**config.mk**
```make
export PLATFORM = sky130hd
export DESIGN_NAME = ipg_defer_timer
export DESIGN_NICKNAME = d
export VERILOG_FILES = /design/src/rtl/ipg_pkg.sv /design/src/rtl/ipg_tx_defer.sv /design/src/rtl/ipg_rx_spacing.sv /design/src/rtl/ipg_defer_timer.sv
export SDC_FILE = /design/constraint.sdc
export NUM_CORES = 1
export LEC_CHECK = 0
export ABC_AREA = 0
export BUFFER_PORTS_ARGS = -buffer_cell sky130_fd_sc_hd__buf_2
export CORE_ASPECT_RATIO = 0.75
export CORE_MARGIN = 4
export CORE_UTILIZATION = 40
export CTS_CLUSTER_SIZE = 25
export DETAILED_ROUTE_END_ITERATION = 16
export PLACE_DENSITY = 0.64
export SLEW_MARGIN = 25
export SYNTH_ARGS = -nofsm -noshare
export SYNTH_HDL_FRONTEND = slang
export SYNTH_SLANG_ARGS = --single-unit
```
**constraint.sdc**
```tcl
create_clock -name clk_i -period 4.06 [get_ports clk_i]
set_input_delay 0.203 -clock clk_i [delete_from_list [all_inputs] [get_ports clk_i]]
set_output_delay 0.203 -clock clk_i [all_outputs]
set_load 0.02 [all_outputs]
```
**src/rtl/ipg_pkg.sv**
```systemverilog
package ipg_pkg;
  typedef enum logic [1:0] {
    ST_WAIT  = 2'd0,
    ST_COUNT = 2'd1,
    ST_READY = 2'd2,
    ST_BUSY  = 2'd3
  } tx_state_e;
endpackage

```
**src/rtl/ipg_tx_defer.sv**
```systemverilog
module ipg_tx_defer import ipg_pkg::*; #(
  parameter int GAP_BITS   = 96,
  parameter int SENSE_BITS = 60
) (
  input  logic clk_i,
  input  logic rst_ni,
  input  logic bit_tick_i,
  input  logic crs_i,
  input  logic full_duplex_i,
  input  logic tx_end_i,
  input  logic tx_req_i,
  output logic tx_start_o,
  output logic force_col_o
);
  localparam int CNT_W = $clog2(GAP_BITS + 1);
  localparam logic [CNT_W-1:0] LAST  = CNT_W'(GAP_BITS - 1);
  localparam logic [CNT_W-1:0] SENSE = CNT_W'(SENSE_BITS);

  tx_state_e st_q, st_n;
  logic [CNT_W-1:0] cnt_q, cnt_n;
  logic late_q, late_n, start_q, start_n, col_q, col_n;
  logic carrier;

  assign carrier = crs_i & ~full_duplex_i;

  always_comb begin
    st_n    = st_q;
    cnt_n   = cnt_q;
    late_n  = late_q;
    start_n = 1'b0;
    col_n   = 1'b0;
    unique case (st_q)
      ST_BUSY: if (tx_end_i) begin
        cnt_n  = '0;
        late_n = 1'b0;
        st_n   = full_duplex_i ? ST_COUNT : ST_WAIT;
      end
      ST_WAIT: if (!carrier) begin
        cnt_n = '0;
        st_n  = ST_COUNT;
      end
      ST_COUNT: if (bit_tick_i) begin
        if (carrier && cnt_q < SENSE) begin
          // early carrier: defer again
          cnt_n  = '0;
          late_n = 1'b0;
          st_n   = ST_WAIT;
        end else begin
          if (carrier) late_n = 1'b1;
          if (cnt_q == LAST) begin
            cnt_n = '0;
            if (tx_req_i) begin
              start_n = 1'b1;
              col_n   = late_n;
              st_n    = ST_BUSY;
            end else begin
              st_n = ST_READY;
            end
            late_n = 1'b0;
          end else begin
            cnt_n = cnt_q + 1'b1;
          end
        end
      end
      ST_READY: begin
        if (carrier) begin
          cnt_n = '0;
          st_n  = ST_WAIT;
        end else if (tx_req_i) begin
          start_n = 1'b1;
          st_n    = ST_BUSY;
        end
      end
      default: st_n = ST_WAIT;
    endcase
  end

  always_ff @(posedge clk_i or negedge rst_ni) begin
    if (!rst_ni) begin
      st_q    <= ST_WAIT;
      cnt_q   <= '0;
      late_q  <= 1'b0;
      start_q <= 1'b0;
      col_q   <= 1'b0;
    end else begin
      st_q    <= st_n;
      cnt_q   <= cnt_n;
      late_q  <= late_n;
      start_q <= start_n;
      col_q   <= col_n;
    end
  end

  assign tx_start_o  = start_q;
  assign force_col_o = col_q;

  AST_CNT_RANGE: assert property (@(posedge clk_i) disable iff (!rst_ni)
    cnt_q <= LAST);
  AST_WAIT_NO_START: assert property (@(posedge clk_i) disable iff (!rst_ni)
    (st_q == ST_WAIT) |=> !tx_start_o);
  AST_COL_WITH_START: assert property (@(posedge clk_i) disable iff (!rst_ni)
    force_col_o |-> tx_start_o);
  AST_START_NEEDS_REQ: assert property (@(posedge clk_i) disable iff (!rst_ni)
    tx_start_o |-> $past(tx_req_i));
  AST_START_PULSE: assert property (@(posedge clk_i) disable iff (!rst_ni)
    tx_start_o |=> !tx_start_o);
endmodule

```
**src/rtl/ipg_rx_spacing.sv**
```systemverilog
module ipg_rx_spacing #(
  parameter int RX_MIN_BITS = 28
) (
  input  logic clk_i,
  input  logic rst_ni,
  input  logic bit_tick_i,
  input  logic rx_dv_i,
  output logic rx_short_o
);
  localparam int RX_W = $clog2(RX_MIN_BITS + 1);
  localparam logic [RX_W-1:0] RX_MIN = RX_W'(RX_MIN_BITS);

  logic [RX_W-1:0] cnt_q;
  logic dv_q, seen_q, short_q;
  logic rise, fall;

  assign rise = rx_dv_i & ~dv_q;
  assign fall = ~rx_dv_i & dv_q;

  always_ff @(posedge clk_i or negedge rst_ni) begin
    if (!rst_ni) begin
      cnt_q   <= '0;
      dv_q    <= 1'b0;
      seen_q  <= 1'b0;
      short_q <= 1'b0;
    end else begin
      dv_q    <= rx_dv_i;
      short_q <= rise & seen_q & (cnt_q < RX_MIN);
      if (fall) begin
        cnt_q  <= '0;
        seen_q <= 1'b1;
      end else if (!rx_dv_i && bit_tick_i && cnt_q != RX_MIN) begin
        cnt_q <= cnt_q + 1'b1;  // saturates at limit
      end
    end
  end

  assign rx_short_o = short_q;

  AST_RX_SHORT_AT_RISE: assert property (@(posedge clk_i) disable iff (!rst_ni)
    rx_short_o |-> (dv_q && !$past(dv_q)));
  AST_RX_SHORT_PULSE: assert property (@(posedge clk_i) disable iff (!rst_ni)
    rx_short_o |=> !rx_short_o);
endmodule

```
**src/rtl/ipg_defer_timer.sv**
```systemverilog
module ipg_defer_timer #(
  parameter int GAP_BITS    = 96,
  parameter int SENSE_BITS  = 60,
  parameter int RX_MIN_BITS = 28
) (
  input  logic clk_i,
  input  logic rst_ni,
  input  logic bit_tick_i,
  input  logic crs_i,
  input  logic full_duplex_i,
  input  logic tx_end_i,
  input  logic tx_req_i,
  output logic tx_start_o,
  output logic force_col_o,
  input  logic rx_dv_i,
  output logic rx_short_o
);
  ipg_tx_defer #(
    .GAP_BITS  (GAP_BITS),
    .SENSE_BITS(SENSE_BITS)
  ) u_tx (
    .clk_i        (clk_i),
    .rst_ni       (rst_ni),
    .bit_tick_i   (bit_tick_i),
    .crs_i        (crs_i),
    .full_duplex_i(full_duplex_i),
    .tx_end_i     (tx_end_i),
    .tx_req_i     (tx_req_i),
    .tx_start_o   (tx_start_o),
    .force_col_o  (force_col_o)
  );

  ipg_rx_spacing #(
    .RX_MIN_BITS(RX_MIN_BITS)
  ) u_rx (
    .clk_i     (clk_i),
    .rst_ni    (rst_ni),
    .bit_tick_i(bit_tick_i),
    .rx_dv_i   (rx_dv_i),
    .rx_short_o(rx_short_o)
  );

  AST_RESET_QUIET: assert property (@(posedge clk_i) disable iff (!rst_ni)
    $past(!rst_ni) |-> !tx_start_o && !force_col_o && !rx_short_o);
endmodule

```
==> flow_summary.ini <==
[power]
ir_worst_vdd_mv = 0.3402
power_frac_seq_pct = 36.8
power_density_nw_per_um2 = 536.9
power_leakage_nw = 0.6270
swShare_pct = 37.39
power_frac_comb_pct = 42.2
internal-power_w = 0.0004521
p_sw_w = 0.0002700
clockPowerShare_pct = 21.0

[floorplan]
core_um2 = 2723
ios = 11
fp.dieH_um = 55.14
start_util_pct = 43.52
die_w_um = 70.85
row_count = 16
dieArea_um2 = 3906

[worst_setup_path]
critical_path.n_buffers_inverters = 1
crit_family = simple AND/OR/NAND/NOR gates
worstSetupPathType = flip-flop to flip-flop
cp_slowest_cell = or4_4
crit_required_ns = 4.21
critPathMaxFanout = 7
crit_chain = inv_1 > ha_1 > and2b_1 > or3_4 > or4_4 > mux2_4
cp-end-kind = flip-flop
critPathMaxStageDelay_ns = 0.52
start_kind = flip-flop
cp.arrival_ns = 2.43

[sta]
fin_crit_sh_pct = 56.30
fin_hold_ws_ns = 0.1127
maxSlewHeadroom_pct = 53.35
worst_pin_slew_ns = 0.6985
tns_ns = 0
rsz0062_at_grt = no
setup_violations = 0
slew_viol_final = 0
finalHoldViolCount = 0
max_clock_freq_mhz = 437.5
finClkSkew_ns = 0.004937
post-route-min-period_ns = 2.286

[grt]
globalRouteOverflowTotal = 0
grt_pass1_wl_um = 4215
grt_max_degree = 21
antenna_found_initial = 0
grt_pass1_vias = 887
track_usage_pct = 14.41

[yosys]
syn_area_per_cell_um2 = 9.633
synth_area_um2 = 1185
synth_top_area_share_pct = 42.24
synth_nets = 138
synth.top_cells.by_area = dfrtp_1 42%, ha_1 7.4%, nand2_1 5.4%
netlist_instances = 123
async_reset_ff_share_pct = 100.0
yosysTopAreaCell = dfrtp_1
synth_warnings = 0
yosysSeqAreaShare_pct = 42.24
synth-edff-count = 0
yosysMostFrequentCell = dfrtp_1
yosys-top-cells-count = 20 x dfrtp_1, 17 x nand2_1, 11 x nor2_1, 7 x ha_1
synth_flop_cell = dfrtp_1
ys_types = 41
synth_seq_cells = 20

[cts]
clock-root-buffer = clkbuf_8
cts_tree = built
cts.sinks = 20
cts_setup_buffers = 0
cts.clk_slew.worst_paths_ns = 0.08
ctsHoldBuffers = 1
clk_latency_ns = 0.26
cts_made_buffers = 3
cts_resized = 0
cts_buffer_depth = 2
htreeDepth = 1

[placement]
port_buffers = 10
dp.cells = 169
globalplace.congestion = 0.8224
dpl.hpwl_um = 1924

[outcome]
status = finished clean

[job]
maxCapViolCount = 0

[cells_and_area]
areaGrowthSynthToFinish_pct = 13.52
finalNetCount = 154
final_cells = 174
antennaDiodeCount = 0
multi_input_area_um2 = 661.9
fillers = 279
drive_above_1_share_pct = 16.67
seqCellArea_um2 = 500.5

[drt]
drt_wl_total_um = 2520
drtAntennaViolNets = 0
drt-initial-drc-count = 28
avgRoutedWirePerCell_um = 14.48
firstDrtPassIters = 4
via_per_inst = 5.431
num_vias = 945
drc_errors = 0

[min_path]
hold_class = primary input to flip-flop
-- path summary, 6_finish.rpt --
check | cells past startpoint | startpoint | slack, ns | end
setup reg to reg | 6 | u_tx.st_q[1] | 1.77 | u_tx.st_q[1]
hold / removal | 1 | rx_dv_i | 0.11 | u_rx.dv_q
min in group asynchronous | 2 | rst_ni | 0.42 | u_rx.cnt_q[2]
max in group asynchronous | 2 | rst_ni | 3.32 | u_tx.cnt_q[6]
setup / recovery | 6 | u_tx.st_q[1] | 1.77 | u_tx.st_q[1]
hold reg to reg | 1 | u_rx.seen_q | 0.47 | u_rx.seen_q
-- power groups by stage --
stage          registers (W)  clock network, W  logic [W]
4_1_cts             0.000265          0.000155   0.000306
6_report            0.000266          0.000152   0.000304
5_1_grt             0.000271          0.000165   0.000344
2_1_floorplan       0.000263                 0   0.000226
3_3_place_gp        0.000267                 0   0.000285
3_5_place_dp        0.000269                 0   0.000302
-- registers in the layout, indices dropped and copies added, names as in the netlist --
| name | flops |
|---|---|
| u_tx.cnt_q | 7 |
| u_rx.cnt_q | 5 |
| u_tx.st_q | 2 |
| u_rx.dv_q | 1 |
| u_rx.rx_short_o | 1 |
| u_rx.seen_q | 1 |
| u_tx.force_col_o | 1 |
| u_tx.late_q | 1 |
| u_tx.tx_start_o | 1 |
-- logic make-up (layout without fill, tap and decap cells) --
kind of cell / count (synthesis) / count (layout) / share of synthesized area, %
AO/OA/AOI/OAI: 25 / 25 / 16.37
XOR/XNOR: 4 / 4 / 2.957
adder cells (fa/ha/maj): 7 / 7 / 7.391
buffers and inverters: 6 / 21 / 1.901
flip-flops: 20 / 20 / 42.24
multiplexers: 3 / 3 / 2.956
AND/OR/NAND/NOR: 58 / 58 / 26.19
-- placed cells by master (no fill, tap or decap), types with 2 or more instances in the layout --
cell,count
nand2b_1,2
dfrtp_1,20
o211ai_1,5
or2_2,2
clkbuf_8,4
nor2_1,11
nor4_1,2
and3_1,2
buf_2,10
o21ai_0,6
mux2i_1,2
inv_1,6
a21oi_1,3
xor2_1,3
nor3_1,2
nand3_1,5
ha_1,7
nand2_1,17
nor2b_1,4
-- stage by stage --
step | setup slack, ns | util [%] | cell area [um2] | power, W
2_1_floorplan | 1.922 | - | 1185 | 0.0004888
3_3_place_gp | 1.856 | 47.01 | 1280 | 0.0005518
3_5_place_dp | 1.805 | 47.01 | 1280 | 0.0005707
4_1_cts | 1.783 | 49.40 | 1345 | 0.0007262
5_1_grt | 1.685 | 49.40 | 1345 | 0.0007802
6_report | 1.774 | 49.40 | 1345 | 0.0007221
-- layer usage --
metal  global-route usage, %  wire [um]  up-vias
li1                        -          -      477
met1                   20.49       1313      443
met2                   20.62       1062       21
met3                   4.152        108        4
met4                   5.625         35        0
met5                       0          0        -
-- layout make-up --
type / instances / share of cell area (%)
inverter: 6 / 1.674
clock buffer: 4 / 4.093
multi-input combinational: 97 / 49.21
tap: 36 / 3.349
sequential: 20 / 37.21
timing repair buffer: 11 / 4.465
(Power assumes the default switching activity.)
